**src/rtl/pwmt_pkg.sv**
```systemverilog
`timescale 1ns/1ps
package pwmt_pkg;
    localparam int unsigned CNT_W       = 16;
    localparam int unsigned PS_W        = 3;
    localparam int unsigned OFS_INFO    = 32'h04;
    localparam int unsigned OFS_SC      = 32'h10;
    localparam int unsigned OFS_COUNT   = 32'h14;
    localparam int unsigned OFS_MOD     = 32'h18;
    localparam int unsigned OFS_CH_BASE = 32'h20;
    localparam int unsigned CH_STRIDE   = 8;

    typedef enum logic [1:0] {
        CLK_OFF  = 2'b00,
        CLK_TICK = 2'b01
    } clk_mode_e;

    localparam logic [1:0] LVL_INV  = 2'b01;
    localparam logic [1:0] LVL_NORM = 2'b10;
    localparam logic [1:0] MODE_PWM = 2'b10;

    typedef enum logic {
        ST_HALT = 1'b0,
        ST_RUN  = 1'b1
    } run_state_e;
endpackage

```
**src/rtl/pwmt_prescaler.sv**
```systemverilog
`timescale 1ns/1ps
module pwmt_prescaler #(
    parameter int unsigned PS_W = 3
) (
    input  logic            clk,
    input  logic            rst_n,
    input  logic            run,
    input  logic [PS_W-1:0] ps,
    output logic            tick
);
    localparam int unsigned DIV_W = (1 << PS_W) - 1;

    logic [DIV_W-1:0] div_q;
    logic [DIV_W-1:0] limit;

    assign limit = ~({DIV_W{1'b1}} << ps);
    assign tick  = run && (div_q == limit);

    always_ff @(posedge clk or negedge rst_n) begin
        if (!rst_n)            div_q <= '0;
        else if (!run || tick) div_q <= '0;
        else                   div_q <= div_q + 1'b1;
    end

    // no tick while halted
    a_r3_no_tick_halted: assert property (@(posedge clk) disable iff (!rst_n)
        !run |-> !tick);
endmodule

```
**src/rtl/pwmt_counter.sv**
```systemverilog
`timescale 1ns/1ps
module pwmt_counter
    import pwmt_pkg::*;
#(
    parameter int unsigned CW = 16
) (
    input  logic          clk,
    input  logic          rst_n,
    input  logic [1:0]    clk_mode,
    input  logic          tick,
    input  logic          mod_we,
    input  logic [CW-1:0] mod_wdata,
    input  logic          cnt_clr,
    output logic          run,
    output logic          wrap,
    output logic [CW-1:0] cnt,
    output logic [CW-1:0] mod_act
);
    run_state_e st_q, st_d;
    logic [CW-1:0] cnt_q, mod_q, mod_pend_q;
    logic          pend_v_q;

    always_comb begin
        st_d = st_q;
        unique case (st_q)
            ST_HALT: if (clk_mode == CLK_TICK) st_d = ST_RUN;
            ST_RUN:  if (clk_mode != CLK_TICK) st_d = ST_HALT;
        endcase
    end

    always_ff @(posedge clk or negedge rst_n) begin
        if (!rst_n) st_q <= ST_HALT;
        else        st_q <= st_d;
    end

    assign run     = (st_q == ST_RUN);
    assign wrap    = tick && (cnt_q >= mod_q);
    assign cnt     = cnt_q;
    assign mod_act = mod_q;

    always_ff @(posedge clk or negedge rst_n) begin
        if (!rst_n)       cnt_q <= '0;
        else if (cnt_clr) cnt_q <= '0;
        else if (wrap)    cnt_q <= '0;
        else if (tick)    cnt_q <= cnt_q + 1'b1;
    end

    always_ff @(posedge clk or negedge rst_n) begin
        if (!rst_n) begin
            mod_q      <= '0;
            mod_pend_q <= '0;
            pend_v_q   <= 1'b0;
        end else if (mod_we && !run) begin
            mod_q    <= mod_wdata;
            pend_v_q <= 1'b0;
        end else begin
            if (wrap && pend_v_q) begin
                mod_q    <= mod_pend_q;
                pend_v_q <= 1'b0;
            end
            if (mod_we) begin
                mod_pend_q <= mod_wdata;
                pend_v_q   <= 1'b1;
            end
        end
    end

    // counter write clears
    a_r6_clear_zero: assert property (@(posedge clk) disable iff (!rst_n)
        cnt_clr |=> (cnt_q == '0));
    // wrap returns to zero
    a_r4_wrap_zero: assert property (@(posedge clk) disable iff (!rst_n)
        wrap |=> (cnt_q == '0));
    // halted counter frozen
    a_r10_count_frozen: assert property (@(posedge clk) disable iff (!rst_n)
        (!run && !cnt_clr) |=> $stable(cnt_q));
    // running modulo write deferred
    a_r5_mod_deferred: assert property (@(posedge clk) disable iff (!rst_n)
        (mod_we && run && !wrap) |=> $stable(mod_q));
endmodule

```
**src/rtl/pwmt_channel.sv**
```systemverilog
`timescale 1ns/1ps
module pwmt_channel
    import pwmt_pkg::*;
#(
    parameter int unsigned CW = 16
) (
    input  logic          clk,
    input  logic          rst_n,
    input  logic          run,
    input  logic          wrap,
    input  logic [CW-1:0] cnt,
    input  logic          ctrl_we,
    input  logic          val_we,
    input  logic [CW-1:0] wdata,
    output logic [7:0]    ctrl_rd,
    output logic [CW-1:0] val_rd,
    output logic          pwm_o
);
    logic [1:0]    mode_q, lvl_q;
    logic          flag_q, hit_q, out_q, en, match;
    logic [CW-1:0] cv_q, cv_buf_q;

    assign en      = (mode_q == MODE_PWM) && ((lvl_q == LVL_NORM) || (lvl_q == LVL_INV));
    assign match   = run && (cnt == cv_q);
    assign ctrl_rd = {flag_q, 1'b0, mode_q, lvl_q, 2'b00};
    assign val_rd  = cv_buf_q;
    assign pwm_o   = out_q;

    always_ff @(posedge clk or negedge rst_n) begin
        if (!rst_n) begin
            mode_q   <= '0;
            lvl_q    <= '0;
            flag_q   <= 1'b0;
            hit_q    <= 1'b0;
            cv_q     <= '0;
            cv_buf_q <= '0;
        end else begin
            if (ctrl_we) begin
                mode_q <= wdata[5:4];
                lvl_q  <= wdata[3:2];
            end
            if (wrap && (hit_q || match))  flag_q <= 1'b1;
            else if (ctrl_we && wdata[7])  flag_q <= 1'b0;
            if (wrap)       hit_q <= 1'b0;
            else if (match) hit_q <= 1'b1;
            if (val_we) cv_buf_q <= wdata;
            if (val_we && !run) cv_q <= wdata;
            else if (wrap)      cv_q <= cv_buf_q;
        end
    end

    always_ff @(posedge clk or negedge rst_n) begin
        if (!rst_n)   out_q <= 1'b0;
        else if (!en) out_q <= 1'b0;
        else if (run) out_q <= (lvl_q == LVL_INV) ^ (cnt < cv_q);
    end

    // disabled channel drives low
    a_r7_disabled_low: assert property (@(posedge clk) disable iff (!rst_n)
        !en |=> !pwm_o);
    // halted output holds
    a_r10_hold_level: assert property (@(posedge clk) disable iff (!rst_n)
        (en && !run) |=> $stable(pwm_o));
    // match during period raises flag at wrap
    a_r11_flag_set: assert property (@(posedge clk) disable iff (!rst_n)
        (wrap && hit_q) |=> flag_q);
    // zero compare keeps normal output low
    a_r8_zero_low: assert property (@(posedge clk) disable iff (!rst_n)
        (en && run && lvl_q == LVL_NORM && cv_q == '0) |=> !pwm_o);
endmodule

```
**src/rtl/pwm_shared_timer.sv**
```systemverilog
`timescale 1ns/1ps
module pwm_shared_timer
    import pwmt_pkg::*;
#(
    parameter int unsigned NUM_CH = 4,
    parameter int unsigned ADDR_W = 8
) (
    input  logic              clk,
    input  logic              rst_n,
    input  logic [ADDR_W-1:0] reg_addr,
    input  logic              reg_we,
    input  logic [31:0]       reg_wdata,
    output logic [31:0]       reg_rdata,
    output logic [NUM_CH-1:0] pwm_out
);
    localparam int unsigned CW = CNT_W;

    logic [PS_W-1:0] ps_q;
    logic [1:0]      cmode_q;
    logic            sc_we, mod_we, cnt_clr, run, tick, wrap;
    logic [CW-1:0]   cnt, mod_act;
    logic [NUM_CH-1:0] ch_ctrl_we, ch_val_we;
    logic [7:0]      ch_ctrl_rd [NUM_CH];
    logic [CW-1:0]   ch_val_rd  [NUM_CH];

    assign sc_we   = reg_we && (reg_addr == ADDR_W'(OFS_SC));
    assign mod_we  = reg_we && (reg_addr == ADDR_W'(OFS_MOD));
    assign cnt_clr = reg_we && (reg_addr == ADDR_W'(OFS_COUNT));

    always_ff @(posedge clk or negedge rst_n) begin
        if (!rst_n) begin
            ps_q    <= '0;
            cmode_q <= CLK_OFF;
        end else if (sc_we) begin
            cmode_q <= reg_wdata[4:3];
            if (!run) ps_q <= reg_wdata[PS_W-1:0];
        end
    end

    pwmt_prescaler #(.PS_W(PS_W)) u_presc (
        .clk(clk), .rst_n(rst_n), .run(run), .ps(ps_q), .tick(tick)
    );

    pwmt_counter #(.CW(CW)) u_cnt (
        .clk(clk), .rst_n(rst_n), .clk_mode(cmode_q), .tick(tick),
        .mod_we(mod_we), .mod_wdata(reg_wdata[CW-1:0]), .cnt_clr(cnt_clr),
        .run(run), .wrap(wrap), .cnt(cnt), .mod_act(mod_act)
    );

    for (genvar g = 0; g < NUM_CH; g++) begin : g_ch
        assign ch_ctrl_we[g] = reg_we && (reg_addr == ADDR_W'(OFS_CH_BASE + CH_STRIDE*g));
        assign ch_val_we[g]  = reg_we && (reg_addr == ADDR_W'(OFS_CH_BASE + CH_STRIDE*g + 4));
        pwmt_channel #(.CW(CW)) u_ch (
            .clk(clk), .rst_n(rst_n), .run(run), .wrap(wrap), .cnt(cnt),
            .ctrl_we(ch_ctrl_we[g]), .val_we(ch_val_we[g]),
            .wdata(reg_wdata[CW-1:0]), .ctrl_rd(ch_ctrl_rd[g]),
            .val_rd(ch_val_rd[g]), .pwm_o(pwm_out[g])
        );
    end

    always_comb begin
        reg_rdata = '0;
        if (reg_addr == ADDR_W'(OFS_INFO))       reg_rdata[7:0] = 8'(NUM_CH);
        else if (reg_addr == ADDR_W'(OFS_SC))    reg_rdata[4:0] = {cmode_q, ps_q};
        else if (reg_addr == ADDR_W'(OFS_COUNT)) reg_rdata[CW-1:0] = cnt;
        else if (reg_addr == ADDR_W'(OFS_MOD))   reg_rdata[CW-1:0] = mod_act;
        for (int i = 0; i < NUM_CH; i++) begin
            if (reg_addr == ADDR_W'(OFS_CH_BASE + CH_STRIDE*i))
                reg_rdata[7:0] = ch_ctrl_rd[i];
            if (reg_addr == ADDR_W'(OFS_CH_BASE + CH_STRIDE*i + 4))
                reg_rdata[CW-1:0] = ch_val_rd[i];
        end
    end

    // prescale locked while running
    a_r3_ps_locked: assert property (@(posedge clk) disable iff (!rst_n)
        (sc_we && run) |=> $stable(ps_q));
    // run state follows clock mode one cycle later
    a_r2_start: assert property (@(posedge clk) disable iff (!rst_n)
        (cmode_q == CLK_TICK) |=> run);
endmodule

```
**config.mk**
```make
export PLATFORM = sky130hd
export DESIGN_NAME = pwm_shared_timer
export DESIGN_NICKNAME = d
export VERILOG_FILES = /design/src/rtl/pwmt_pkg.sv /design/src/rtl/pwmt_prescaler.sv /design/src/rtl/pwmt_counter.sv /design/src/rtl/pwmt_channel.sv /design/src/rtl/pwm_shared_timer.sv
export SDC_FILE = /design/constraint.sdc
export NUM_CORES = 1
export LEC_CHECK = 0
export ABC_AREA = 1
export BUFFER_PORTS_ARGS = -buffer_cell sky130_fd_sc_hd__clkbuf_2
export CORE_MARGIN = 5
export CORE_UTILIZATION = 45
export CTS_BUF_LIST = sky130_fd_sc_hd__clkbuf_8
export DETAILED_ROUTE_END_ITERATION = 10
export GPL_TIMING_DRIVEN = 0
export PLACE_DENSITY = 0.64
export SYNTH_ARGS = -nofsm -noshare
export SYNTH_HDL_FRONTEND = slang
export SYNTH_SLANG_ARGS = --single-unit
```
**constraint.sdc**
```tcl
create_clock -name clk -period 2.5 [get_ports clk]
set_clock_uncertainty 0.05 [all_clocks]
set_input_delay 0.125 -clock clk [delete_from_list [all_inputs] [get_ports clk]]
set_output_delay 0.125 -clock clk [all_outputs]
set_load 0.01 [all_outputs]
```
* Yosys cells after proc, flatten, opt, wreduce, memory -nomap -nowiden
Cells that the tools add are included.
W data, S select, Z words.
** Storage, ports and cells
- Register bits after elaboration :: 218
- Input port bits :: 43
- Memories kept :: 0
- Bits in read-only memories :: 0
- RAM bits :: 0
- Bits in latches :: 0
- Word-level logic and storage cells :: 209
- Output and inout port bits :: 36
** Operators by class
- Eq/ne operators :: 35
- $mul :: 0
- Divide/modulo/power cells :: 0
- Bitwise operators :: 7
- Add/sub/neg operators :: 2
- Shifts and indexed selects :: 1
- Order comparisons :: 5
- Reductions and logical operators :: 62
- Multiplexer cells :: 61
** Operators with widths (count)
- $mux W16 :: 21
- $eq A16 B16 Y1 :: 4
- $eq A8 B6 Y1 const B :: 8
- $lt A16 B16 Y1 :: 4
- $mux W8 :: 6
- $logic_and A1 B1 Y1 :: 35
- $mux W1 :: 29
- $reduce_bool A2 Y1 :: 13
- $eq A8 B5 Y1 const B :: 3
- $mux W11 :: 2
- $add A16 B1 Y16 const B :: 1
- $eq A2 B2 Y1 const B :: 8
- $ge A16 B16 Y1 :: 1
- $eq A2 B1 Y1 const B :: 5
- $logic_or A1 B1 Y1 :: 9
- $eq A8 B3 Y1 const B :: 1
- $ne A2 B2 Y1 const B :: 4
- $add A7 B1 Y7 const B :: 1
- $eq A7 B7 Y1 :: 1
- $mux W7 :: 1
- $not A7 Y7 :: 1
- $shl A7 B3 Y7 const A :: 1
- $reduce_bool A3 Y1 :: 2
- $mux W5 :: 1
- other kinds (6) :: 11

* Depth between registers and ports, before layout
Gate-level depths: netlist of the first run.
- Depth in word-level cells :: 16
- Depth in mapped cells :: 16
- Depth with buffers taken out :: 15

* Cells and area by module
A second synthesis of the first run with hierarchy kept.
** Second synthesis, totals
- Cell total of the unflattened synthesis :: 1690
- Area, all modules :: 13430.4 µm²
** Modules (own cells, without submodules)
- pwmt_channel :: sequential area each 975.9 µm², times used 4, area an instance 2134.5 µm², cells each 239
- pwmt_counter :: sequential area each 1251.2 µm², times used 1, area an instance 2839.0 µm², cells each 360
- pwm_shared_timer :: sequential area each 125.1 µm², times used 1, area an instance 1542.7 µm², cells each 304
- pwmt_prescaler :: sequential area each 175.2 µm², times used 1, area an instance 510.5 µm², cells each 70

* Worst setup path before layout of the first run
Ideal clock, no wire load.
- Kind :: register -> register
- From :: register u_cnt.cnt_q[13], in the netlist u_cnt.cnt[13]
- To :: register g_ch[0].u_ch.cv_q[0]
- Setup time :: 116 ps
- Data arrival time :: 1874 ps
- Slack :: 459 ps
- Stages on the path, launching flop included :: 13
- Cell sequence :: dfrtp_1 > ha_1 > nand2_1 > inv_1 > o21ai_0 > nand2_1 > nor2_1 > nand3_2 > nand2_4 > nand2_4 > buf_4 > nand2_1 > nand2_1
** Between the ends
- Word-level cells in the longest chain between the ends :: 3
** Ends and longest elaborated chain
- start: declaration :: RTL line pwmt_counter.sv:20 : logic [CW-1:0] cnt_q, mod_q, mod_pend_q;
- start signal: assignment :: RTL line pwmt_counter.sv:45 : else if (tick) cnt_q <= cnt_q + 1'b1;
- $ge A16 B16 Y1 :: RTL line pwmt_counter.sv:37 : assign wrap = tick && (cnt_q >= mod_q);
- $logic_and A1 B1 Y1 :: RTL line pwmt_counter.sv:37
- $reduce_bool A2 Y1 (no source line)
- end signal: assignment :: RTL line pwmt_channel.sv:47 : if (val_we && !run) cv_q <= wdata;
- end signal: assignment :: RTL line pwmt_channel.sv:48 : else if (wrap) cv_q <= cv_buf_q;
- end: declaration :: RTL line pwmt_channel.sv:21 : logic [CW-1:0] cv_q, cv_buf_q;
No other way between the ends.
A chain may end at the register's enable or synchronous reset.

* Worst setup path in the final report of the first run
- From :: register u_cnt.cnt_q[5], in the netlist u_cnt.cnt[5]
- To :: output port reg_rdata[5]
** Between the ends
- Word-level cells in the longest chain between the ends :: 14
** Ends and longest elaborated chain
- $mux W16 :: RTL line pwm_shared_timer.sv:65 : else if (reg_addr == ADDR_W'(OFS_COUNT)) reg_rdata[CW-1:0] = cnt;
- $mux W16 :: RTL line pwm_shared_timer.sv:64 : else if (reg_addr == ADDR_W'(OFS_SC)) reg_rdata[4:0] = {cmode_q, ps_q};
- $mux W16 :: RTL line pwm_shared_timer.sv:63 : if (reg_addr == ADDR_W'(OFS_INFO)) reg_rdata[7:0] = 8'(NUM_CH);
- $mux W11 :: RTL line pwm_shared_timer.sv:64
- $mux W11 :: RTL line pwm_shared_timer.sv:63
- $mux W8 :: RTL line pwm_shared_timer.sv:63
- $mux W8 :: RTL line pwm_shared_timer.sv:68 : if (reg_addr == ADDR_W'(OFS_CH_BASE + CH_STRIDE*i))
- $mux W16 :: RTL line pwm_shared_timer.sv:70 : if (reg_addr == ADDR_W'(OFS_CH_BASE + CH_STRIDE*i + 4))
- $mux W8 :: RTL line pwm_shared_timer.sv:68
- $mux W16 :: RTL line pwm_shared_timer.sv:70
- $mux W8 :: RTL line pwm_shared_timer.sv:68
- $mux W16 :: RTL line pwm_shared_timer.sv:70
- $mux W8 :: RTL line pwm_shared_timer.sv:68
- $mux W16 :: RTL line pwm_shared_timer.sv:70
- end: declaration :: RTL line pwm_shared_timer.sv:13 : output logic [31:0] reg_rdata,
No other way between the ends. The select of a mux whose other input is x is not followed.

==> results.cfg, run 1 <==
[die]
ios = 79
dieWidth_um = 177.5
start_util_pct = 45.56
die-area_um2 = 31500
die-height_um = 177.5
fp-row-count = 61
core_area_um2 = 27710

[critical_path]
cp_data_required_time_ns = 2.33
cp-end-kind = primary output
start_kind = flip-flop
path_class = reg2out
cp_max_fo = 7
cp.arrival_ns = 2.21

[placed_design]
io_buffers = 45
place_congestion = 0.9625
hpwlAfterDp_um = 30020

[grt]
track_usage_pct = 24.99
antenna_found_initial = 0
grt_max_degree = 108
first_global_vias = 11179
grt_pass1_wl_um = 61070
grt_remaining_overflow = 0

[clock_network]
root_buffer = clkbuf_8
cts_buffers = 41
cts_tree = built
clk_pin_slew_ns = 0.06
clock_path_buffers = 3
cts-htree-levels = 2
clkLatencyLatePin_ns = 0.55
clkSinkCount = 218

[detailed_routing]
first_iter_violations = 835
dr.pass1.iters = 5
vias = 11436
ant_nets = 0
via_per_inst = 5.265
route.detailed.drc = 0
wl_per_cell_um = 17.93
routed_wirelength_um = 38940

[pwr]
p_switching_mw = 3.150
p_comb_share_pct = 21.5
ir_drop_uv = 307.3
clkPwrFrac_pct = 37.5
p_sw_share_pct = 33.17
power_density_nw_per_um2 = 654.0
seqPwrFrac_pct = 41.0
p_int_mw = 6.346
leakagePower_nw = 7.050

[synth]
syn_area_um2 = 12620
synth.largest_area_cell = dfrtp_1
ys_ff_latch = 218
avgSynthCellArea_um2 = 7.702
async_flop_share_pct = 100.0
yosys-top-cells-count = 463 x nand2_1, 218 x dfrtp_1, 183 x inv_1, 177 x o21ai_0, 154 x nand3_1
ys_warn_count = 0
syn_inst = 1639
synth-seq-area-share_pct = 43.22
yosys.cell_types.count = 41
synth_area_leaders = dfrtp_1 43%, nand2_1 14%, ha_1 8.5%, o21ai_0 7.0%, nand3_1 6.1%
synth.top_cell.area_share_pct = 43.22
ys.flop_type = dfrtp_1
synth.most_common_cell = nand2_1
synth_edf_count = 0

[sta]
rsz0062_at_grt = no
layout_min_cycle_time_ns = 2.381
fin_crit_sh_pct = 95.22
hold_viol_final = 0
fmax_mhz = 420.1
setup_viol = 0
fin_setup_tns_ns = 0
holdWs_ns = 0.01371
max-slew-margin-rel_pct = 39.15
drv_slew = 0
tightestPinTransition_ns = 0.9128

[hold_path]
hold_class = in2async

[finish]
final_net_count = 1893
utilization_pct = 52.41
area_growth_pct = 15.04
antenna_cells = 0
drive_gt1_share_pct = 11.26
filler_cell_count = 2758

[run_status]
status = complete, no violations

[job]
maxCapViolations = 0
==> metal layers <==
metal  GRT usage (%)  routed length (µm)  vias to the layer above
li1                -                   -                     5613
met1           33.10               16790                     5393
met2           41.26               18290                      340
met3           3.835                2248                       90
met4           9.926                1615                        0
met5               0                   0                        -
==> cell usage in the layout (no fill, tap or decap), types with 4 or more instances in the layout <==
| cell | count |
|---|---|
| nand2_1 | 462 |
| dfrtp_1 | 209 |
| inv_1 | 195 |
| o21ai_0 | 177 |
| nand3_1 | 154 |
| ha_1 | 86 |
| nor2_1 | 76 |
| clkbuf_8 | 54 |
| a21oi_1 | 53 |
| clkbuf_2 | 45 |
| nand4_1 | 31 |
| clkbuf_1 | 31 |
| buf_4 | 28 |
| dlygate4sd3_1 | 17 |
| buf_2 | 16 |
| conb_1 | 16 |
| xor2_1 | 13 |
| o21ai_1 | 13 |
| o22ai_1 | 12 |
| nor2_2 | 11 |
| nor3_1 | 11 |
| dfrtp_2 | 9 |
| inv_2 | 7 |
| o2111ai_1 | 7 |
| nor3b_1 | 6 |
| or2_2 | 5 |
| clkinv_2 | 5 |
| nand2_2 | 4 |
| buf_6 | 4 |
==> path summary, 6_finish.rpt <==
kind                         startpoint                      to  slack [ns]  cells after the start
max                        u_cnt.cnt[5]            reg_rdata[5]        0.12                      7
min                               rst_n        u_presc.div_q[6]        0.01                      2
max reg2reg                   u_cnt.run           u_cnt.cnt[14]        0.14                      5
min reg2reg                  cmode_q[1]               u_cnt.run        0.42                      1
max in group asynchronous         rst_n           u_cnt.cnt[11]        1.49                      3
min in group clk                 reg_we  g_ch[2].u_ch.val_rd[1]        0.05                      4
==> cell families (layout without fill, tap and decap cells) <==
logic type / count (synthesis) / in the layout / synth area share, %
buffers and inverters: 269 / 409 / 9.119
and+or+nand+nor: 772 / 772 / 26.38
adders and majority gates: 86 / 86 / 8.524
xor gates and xnor gates: 16 / 16 / 1.110
AOI/OAI and AO/OA: 277 / 277 / 11.63
other: 1 / 16 / 0.02971
DFF: 218 / 218 / 43.22
==> flip-flops by register name (all words and copies together) (netlist names), 3 cells and up <==
signal / count
g_ch.u_ch.pwm_o: 4
u_cnt.cnt: 16
u_presc.div_q: 7
g_ch.u_ch.cv_q: 64
g_ch.u_ch.flag_q: 4
g_ch.u_ch.hit_q: 4
u_cnt.mod_act: 16
g_ch.u_ch.val_rd: 64
u_cnt.mod_pend_q: 16
ps_q: 3
g_ch.u_ch.lvl_q: 8
g_ch.u_ch.mode_q: 8
==> area by class of cell <==
type                    instances  area (µm²)  area share [%]
clock buffers                  53       729.5           5.023
well taps                     378       473.0           3.257
plain buffers                  78       441.7           3.042
repair buffers                 67       481.7           3.317
inverters                     191       723.2           4.980
multi-input cells            1167        6095           41.97
flip-flops and latches        218        5466           37.64
clock inverters                20       111.4          0.7668
==> through the flow <==
stage          cell area (µm²)  std cells  setup WS (ns)  total power, mW
3_3_place_gp             13380       2077         -3.296            5.888
6_report                 14520       2172         0.1195            9.496
5_1_grt                  14520       2172        0.01449            9.973
3_5_place_dp             13440       2079        -0.2564            5.929
4_1_cts                  14490       2170        0.04892            9.532
2_1_floorplan            12680       1654         0.4595            5.159
==> worst max-delay path, stage by stage, from the launching register on <==
cell,delay [ns]
dfrtp_1,0.63
inv_1,0.20
o22ai_1,0.31
nor2_1,0.11
nand4_1,0.11
nand2_1,0.06
nand3_1,0.08
clkbuf_2,0.14
==> power groups by stage <==
stage	combinational (mW)	sequential [mW]	clock, mW
floorplan	1.25	3.91	0
global placement	1.94	3.95	0
detailed placement	1.98	3.95	0
CTS	2.03	3.89	3.62
global route	2.26	3.92	3.79
finish	2.04	3.89	3.56
==> repair_timing <==
action / CTS / global route
buffers inserted: 1 / 2
setup endpoints to repair: 92 / 33
endpoints found under the hold margin: 269 / 0
pin swaps: 1 / 0
hold buffers: 17 / 0
gates resized for setup: 11 / 8
Power figures use the tool's default switching activity.
==> run 2, diff against run 1 <==
--- a/config.mk
+++ b/config.mk
@@ -10,9 +10,10 @@
 export CORE_MARGIN = 5
 export CORE_UTILIZATION = 45
 export CTS_BUF_LIST = sky130_fd_sc_hd__clkbuf_8
+export CTS_CLUSTER_SIZE = 25
 export DETAILED_ROUTE_END_ITERATION = 10
 export GPL_TIMING_DRIVEN = 0
-export PLACE_DENSITY = 0.64
+export PLACE_DENSITY = 0.68
 export SYNTH_ARGS = -nofsm -noshare
 export SYNTH_HDL_FRONTEND = slang
 export SYNTH_SLANG_ARGS = --single-unit
==> results.cfg, run 2 (synthesis gave the netlist of run 1 again) <==
[finish]
final_area_um2 = 14470
antenna_cells = 0
filler_cell_count = 2685
final_net_count = 1897
layout_common_cells = 462 x nand2_1, 208 x dfrtp_1, 196 x inv_1
final_common_cell = nand2_1
area_growth_pct = 14.61
drive_gt1_share_pct = 11.32

[clock_network]
clk_pin_slew_ns = 0.06
clkSinkCount = 218
clock_path_buffers = 3
root_buffer = clkbuf_8
cts-htree-levels = 2
cts_buffers = 40
clkLatencyLatePin_ns = 0.54
cts_tree = built

[critical_path]
start_kind = flip-flop
cp.arrival_ns = 2.71
cp-end-kind = flip-flop
path_class = reg2reg
cp_data_required_time_ns = 2.86
cp_max_fo = 10

[sta]
tightestPinTransition_ns = 0.8966
layout_min_cycle_time_ns = 2.357
max-slew-margin-rel_pct = 40.23
fmax_mhz = 424.3
rsz0062_at_grt = no
setup_viol = 0
fin_crit_sh_pct = 94.28
drv_slew = 0
holdWs_ns = 0.07057
hold_viol_final = 0
fin_setup_tns_ns = 0

[placed_design]
place_congestion = 0.9746
hpwlAfterDp_um = 29470
post_dp_cell_area_um2 = 13440
io_buffers = 45

[pwr]
power_density_nw_per_um2 = 633.6
p_switching_mw = 3.092
leakagePower_nw = 7.027
ir_drop_uv = 381.0
p_comb_share_pct = 22.3
p_sw_share_pct = 33.74
p_int_mw = 6.074
seqPwrFrac_pct = 42.5
power_mw = 9.167
clkPwrFrac_pct = 35.2

[run_status]
status = complete, no violations

[die]
die-area_um2 = 31500
die-height_um = 177.5
ios = 79
start_util_pct = 45.56
fp-row-count = 61
dieWidth_um = 177.5
core_area_um2 = 27710

[detailed_routing]
via_per_inst = 5.327
ant_nets = 0
wl_per_cell_um = 17.74
dr.pass1.iters = 5
routed_wirelength_um = 38530
route.detailed.drc = 0
vias = 11571
first_iter_violations = 833

[grt]
track_usage_pct = 24.65
grt_pass1_wl_um = 60870
grt_remaining_overflow = 0
first_global_vias = 11362
grt_max_degree = 86
antenna_found_initial = 0

[hold_path]
hold_class = in2async

[job]
maxCapViolations = 0
==> run 2: cell count changes in the layout (fill, tap and decap cells not counted), sizes merged <==
| cell | delta |
|---|---|
| inv | +1 |
| buf | +5 |
| bufinv | -1 |
| clkbuf | -5 |
==> run 2: power by group through the flow <==
stage,registers (mW),logic [mW],clock network (mW)
3_5_place_dp,3.95,1.97,0
2_1_floorplan,3.91,1.25,0
5_1_grt,3.92,2.26,3.41
4_1_cts,3.89,2.02,3.27
3_3_place_gp,3.95,1.92,0
6_report,3.89,2.04,3.23
==> run 2: cell type report <==
class                      instances  area (µm²)  area share [%]
timing repair buffer              72       519.2           3.589
sequential                       218        5468           37.79
multi-input combinational       1167        6097           42.14
clock inverter                    20       81.33          0.5621
tap                              378       473.0           3.269
clock buffer                      48       660.6           4.566
inverter                         191       726.9           5.025
buffer                            78       441.7           3.053
==> run 2: stage by stage <==
stage | setup WS (ns) | std cells | util [%]
floorplan | 0.4595 | 1654 | -
global placement | -3.198 | 2077 | 48.29
detailed placement | -0.2239 | 2079 | 48.52
CTS | 0.04309 | 2165 | 51.94
global route | 0.006090 | 2172 | 52.22
finish | 0.1430 | 2172 | 52.22
==> run 2: critical path, stage by stage, from the launching register on <==
cell	delay, ns
dfrtp_1	0.62
ha_1	0.32
nand2_1	0.09
inv_1	0.04
nand2_1	0.05
nand2_1	0.05
nand2_1	0.05
nand2_1	0.04
nand2_1	0.09
nand3_4	0.19
nand2_8	0.19
inv_4	0.08
buf_4	0.19
nand2_1	0.09
nand3_1	0.07
==> run 2: path summary, 6_finish.rpt <==
kind	start	end	slack, ns	depth (start not counted)
setup / recovery	u_cnt.cnt[3]	g_ch[2].u_ch.cv_q[13]	0.14	14
hold / removal	rst_n	g_ch[0].u_ch.cv_q[11]	0.07	2
setup reg to reg	u_cnt.cnt[3]	g_ch[2].u_ch.cv_q[13]	0.14	14
hold reg to reg	u_cnt.mod_pend_q[10]	u_cnt.mod_pend_q[10]	0.43	2
max in group asynchronous	rst_n	g_ch[1].u_ch.flag_q	1.13	4
min in group clk	reg_we	g_ch[1].u_ch.val_rd[1]	0.07	4
==> run 2: timing repair <==
| action | CTS | global route |
|---|---|---|
| hold buffers | 17 | 0 |
| setup endpoints to repair | 92 | 92 |
| gates resized for setup | 9 | 13 |
| buffers inserted | 1 | 7 |
| pin swaps | 1 | 1 |
| endpoints found under the hold margin | 110 | 0 |
==> run 2: layer usage <==
metal	share of wire (%)	track usage, %	up-vias
li1	-	-	5616
met1	41	31.92	5465
met2	47	41.21	379
met3	6.4	3.323	111
met4	4.8	11.15	0
met5	0	0	-
==> run 3, diff against run 2 <==
--- a/config.mk
+++ b/config.mk
@@ -5,7 +5,6 @@
 export SDC_FILE = /design/constraint.sdc
 export NUM_CORES = 1
 export LEC_CHECK = 0
-export ABC_AREA = 1
 export BUFFER_PORTS_ARGS = -buffer_cell sky130_fd_sc_hd__clkbuf_2
 export CORE_MARGIN = 5
 export CORE_UTILIZATION = 45
==> results.cfg, run 3 <==
[run_status]
status = finished with violations
failed_checks = negative setup slack

[pwr]
ir_drop_uv = 390.8
power_density_nw_per_um2 = 874.4
power_mw = 13.63
leakagePower_nw = 7.933

[critical_path]
cp-end-kind = primary output
r2r_end = g_ch[0].u_ch.cv_q[7]
cp.arrival_ns = 2.48
reg2reg_depth = 11
cp_data_required_time_ns = 2.33
r2r-start = u_cnt.mod_act[8]
r2r_slack_ns = -0.08
start_kind = flip-flop
cp_max_fo = 4
path_class = reg2out

[clock_network]
cts_tree = built
root_buffer = clkbuf_8
cts_buffers = 40
clock_path_buffers = 3
cts-htree-levels = 2
clk_pin_slew_ns = 0.06
clkSinkCount = 218
clkLatencyLatePin_ns = 0.53

[die]
die-area_um2 = 31430
dieWidth_um = 177.3
die-height_um = 177.3
core_area_um2 = 27710
fp-row-count = 61
start_util_pct = 45.45
ios = 79

[synth]
synth_edf_count = 0
synth.most_common_cell = nand2_1
yosys.cell_types.count = 64
yosys.area_share.simple_pct = 16.85
synth_top_family_by_area = simple AND/OR/NAND/NOR gates
synthMuxAreaShare_pct = 9.102
synth-seq-area-share_pct = 43.32
ys.flop_type = dfrtp_1
synth.largest_area_cell = dfrtp_1
synth_compound_area_share_pct = 14.81
yosys-top-cells-count = 222 x nand2_1, 218 x dfrtp_1, 149 x nor2_1, 98 x mux2_2, 90 x inv_1
ys_warn_count = 0
async_flop_share_pct = 100.0
synth.top_cell.area_share_pct = 43.32
ys_ff_latch = 218
synth-xor-area-share_pct = 0.7651
synth_area_leaders = dfrtp_1 43%, mux2_2 8.8%, ha_1 8.5%, nand2_1 6.6%, nor2_1 4.4%
avgSynthCellArea_um2 = 9.066
syn_inst = 1389
syn_area_um2 = 12590
synthAdderAreaFrac_pct = 8.545

[placed_design]
dp_cells = 1820
io_buffers = 35
place_congestion = 0.9341
hpwlAfterDp_um = 28320

[sta]
setup_viol = 36
fin_setup_tns_ns = -0.9569
max-slew-margin-rel_pct = 37.13
drv_slew = 0
fin_crit_sh_pct = 106.3
tightestPinTransition_ns = 0.9400
fmax_mhz = 376.3
rsz0062_at_grt = yes
hold_viol_final = 0
setup_ws_ns = -0.1574
layout_min_cycle_time_ns = 2.657

[finish]
layout_common_cells = 201 x dfrtp_1, 171 x nand2_1, 142 x nor2_1
final_net_count = 1690
antenna_cells = 0
final_common_cell = dfrtp_1
stdcell_count = 1963
filler_cell_count = 2399
utilization_pct = 56.25
area_growth_pct = 23.76
drive_gt1_share_pct = 27.76

[grt]
track_usage_pct = 25.13
grt_max_degree = 110
grt_pass1_wl_um = 61840
antenna_found_initial = 1
first_global_vias = 11019
grt_remaining_overflow = 0

[detailed_routing]
via_per_inst = 5.832
first_iter_violations = 1190
route.detailed.drc = 0
ant_nets = 0
vias = 11448
dr.pass1.iters = 6
routed_wirelength_um = 41000
wl_per_cell_um = 20.88

[hold_path]
hold_class = in2reg
hold_start = reg_wdata[15]
holdPathEnd = g_ch[3].u_ch.cv_q[15]
whs_path_depth = 3

[job]
maxCapViolations = 0
-- run 3: cell count changes in the layout (fill, tap and decap cells not counted), sizes merged, moves of 11 or more --
cell	before	now
nand4	31	14
nand3	157	23
a31oi	2	85
buf	55	122
o21ai	190	68
inv	204	102
nand2b	0	11
a22oi	0	21
nor2	89	151
mux2	0	98
nand2	468	222
-- run 3: cells by family after synthesis --
kind of cell    Yosys count
compound gates          292
xor+xnor                 11
fa+ha+maj                86
buf+inv                 191
flops                   218
mux                     101
other cells               1
simple gates            489
-- run 3: stage by stage --
step | setup slack (ns) | hold WS (ns) | cell area, µm²
5_1_grt | -0.2486 | 0.04021 | 15580
2_1_floorplan | 0.01082 | -0.2206 | 12650
4_1_cts | -0.1283 | 0.003141 | 14800
3_3_place_gp | -3.608 | 0.3246 | 13300
6_report | -0.1574 | 0.02097 | 15580
3_5_place_dp | -1.009 | -0.04371 | 13370
-- run 3: timing repair --
action,CTS,global route
resized for setup,87,155
endpoints found under the setup margin,121,115
cloned,2,5
endpoints found under the hold margin,135,0
hold buffers,10,0
pin swaps,17,84
setup buffers,34,30
-- run 3: cell type report --
cell class | count | area (µm²) | area share [%]
multi-input combinational | 995 | 6864 | 44.05
sequential | 218 | 5477 | 35.14
timing repair buffer | 119 | 1065 | 6.833
clock buffer | 47 | 646.9 | 4.151
buffer | 97 | 635.6 | 4.079
tap | 378 | 473.0 | 3.035
inverter | 90 | 341.6 | 2.192
clock inverter | 19 | 81.33 | 0.5219
-- run 3: worst max path at each step --
stage                             from             endpoint  slack [ns]  depth (start not counted)
after global placement           rst_n        u_cnt.cnt[13]       -3.61                          1
after floorplan           u_cnt.cnt[0]     u_cnt.mod_act[7]        0.01                         13
after detailed placement  u_cnt.cnt[0]  g_ch[0].u_ch.flag_q       -1.01                         11
after CTS                 u_cnt.cnt[4]         reg_rdata[4]       -0.13                          9
final                     u_cnt.cnt[4]         reg_rdata[4]       -0.16                          9
after global routing      u_cnt.cnt[4]         reg_rdata[4]       -0.25                          9
-- run 3: where the power goes --
group	internal [mW]	switching, mW	total (mW)
Combinational	2.51	2.93	5.44
Clock	1.69	1.48	3.18
Sequential	4.27	0.738	5.01
Total	8.48	5.15	13.6
-- run 3: worst max-delay path: stages, from the launching register on --
cell,delay [ns]
dfrtp_2,0.47
nor2b_2,0.15
o22ai_2,0.09
nand3_2,0.10
nor2_1,0.05
a211o_1,0.28
a221oi_2,0.33
a31oi_1,0.07
a221o_1,0.29
clkbuf_2,0.13
-- run 3: layer usage --
metal / track usage, % / share of wire [%] / vias to the layer above
li1: - / - / 5168
met1: 34.82 / 41 / 5612
met2: 40.64 / 47 / 561
met3: 2.777 / 8.1 / 107
met4: 9.861 / 3.8 / 0
met5: 0 / 0 / -
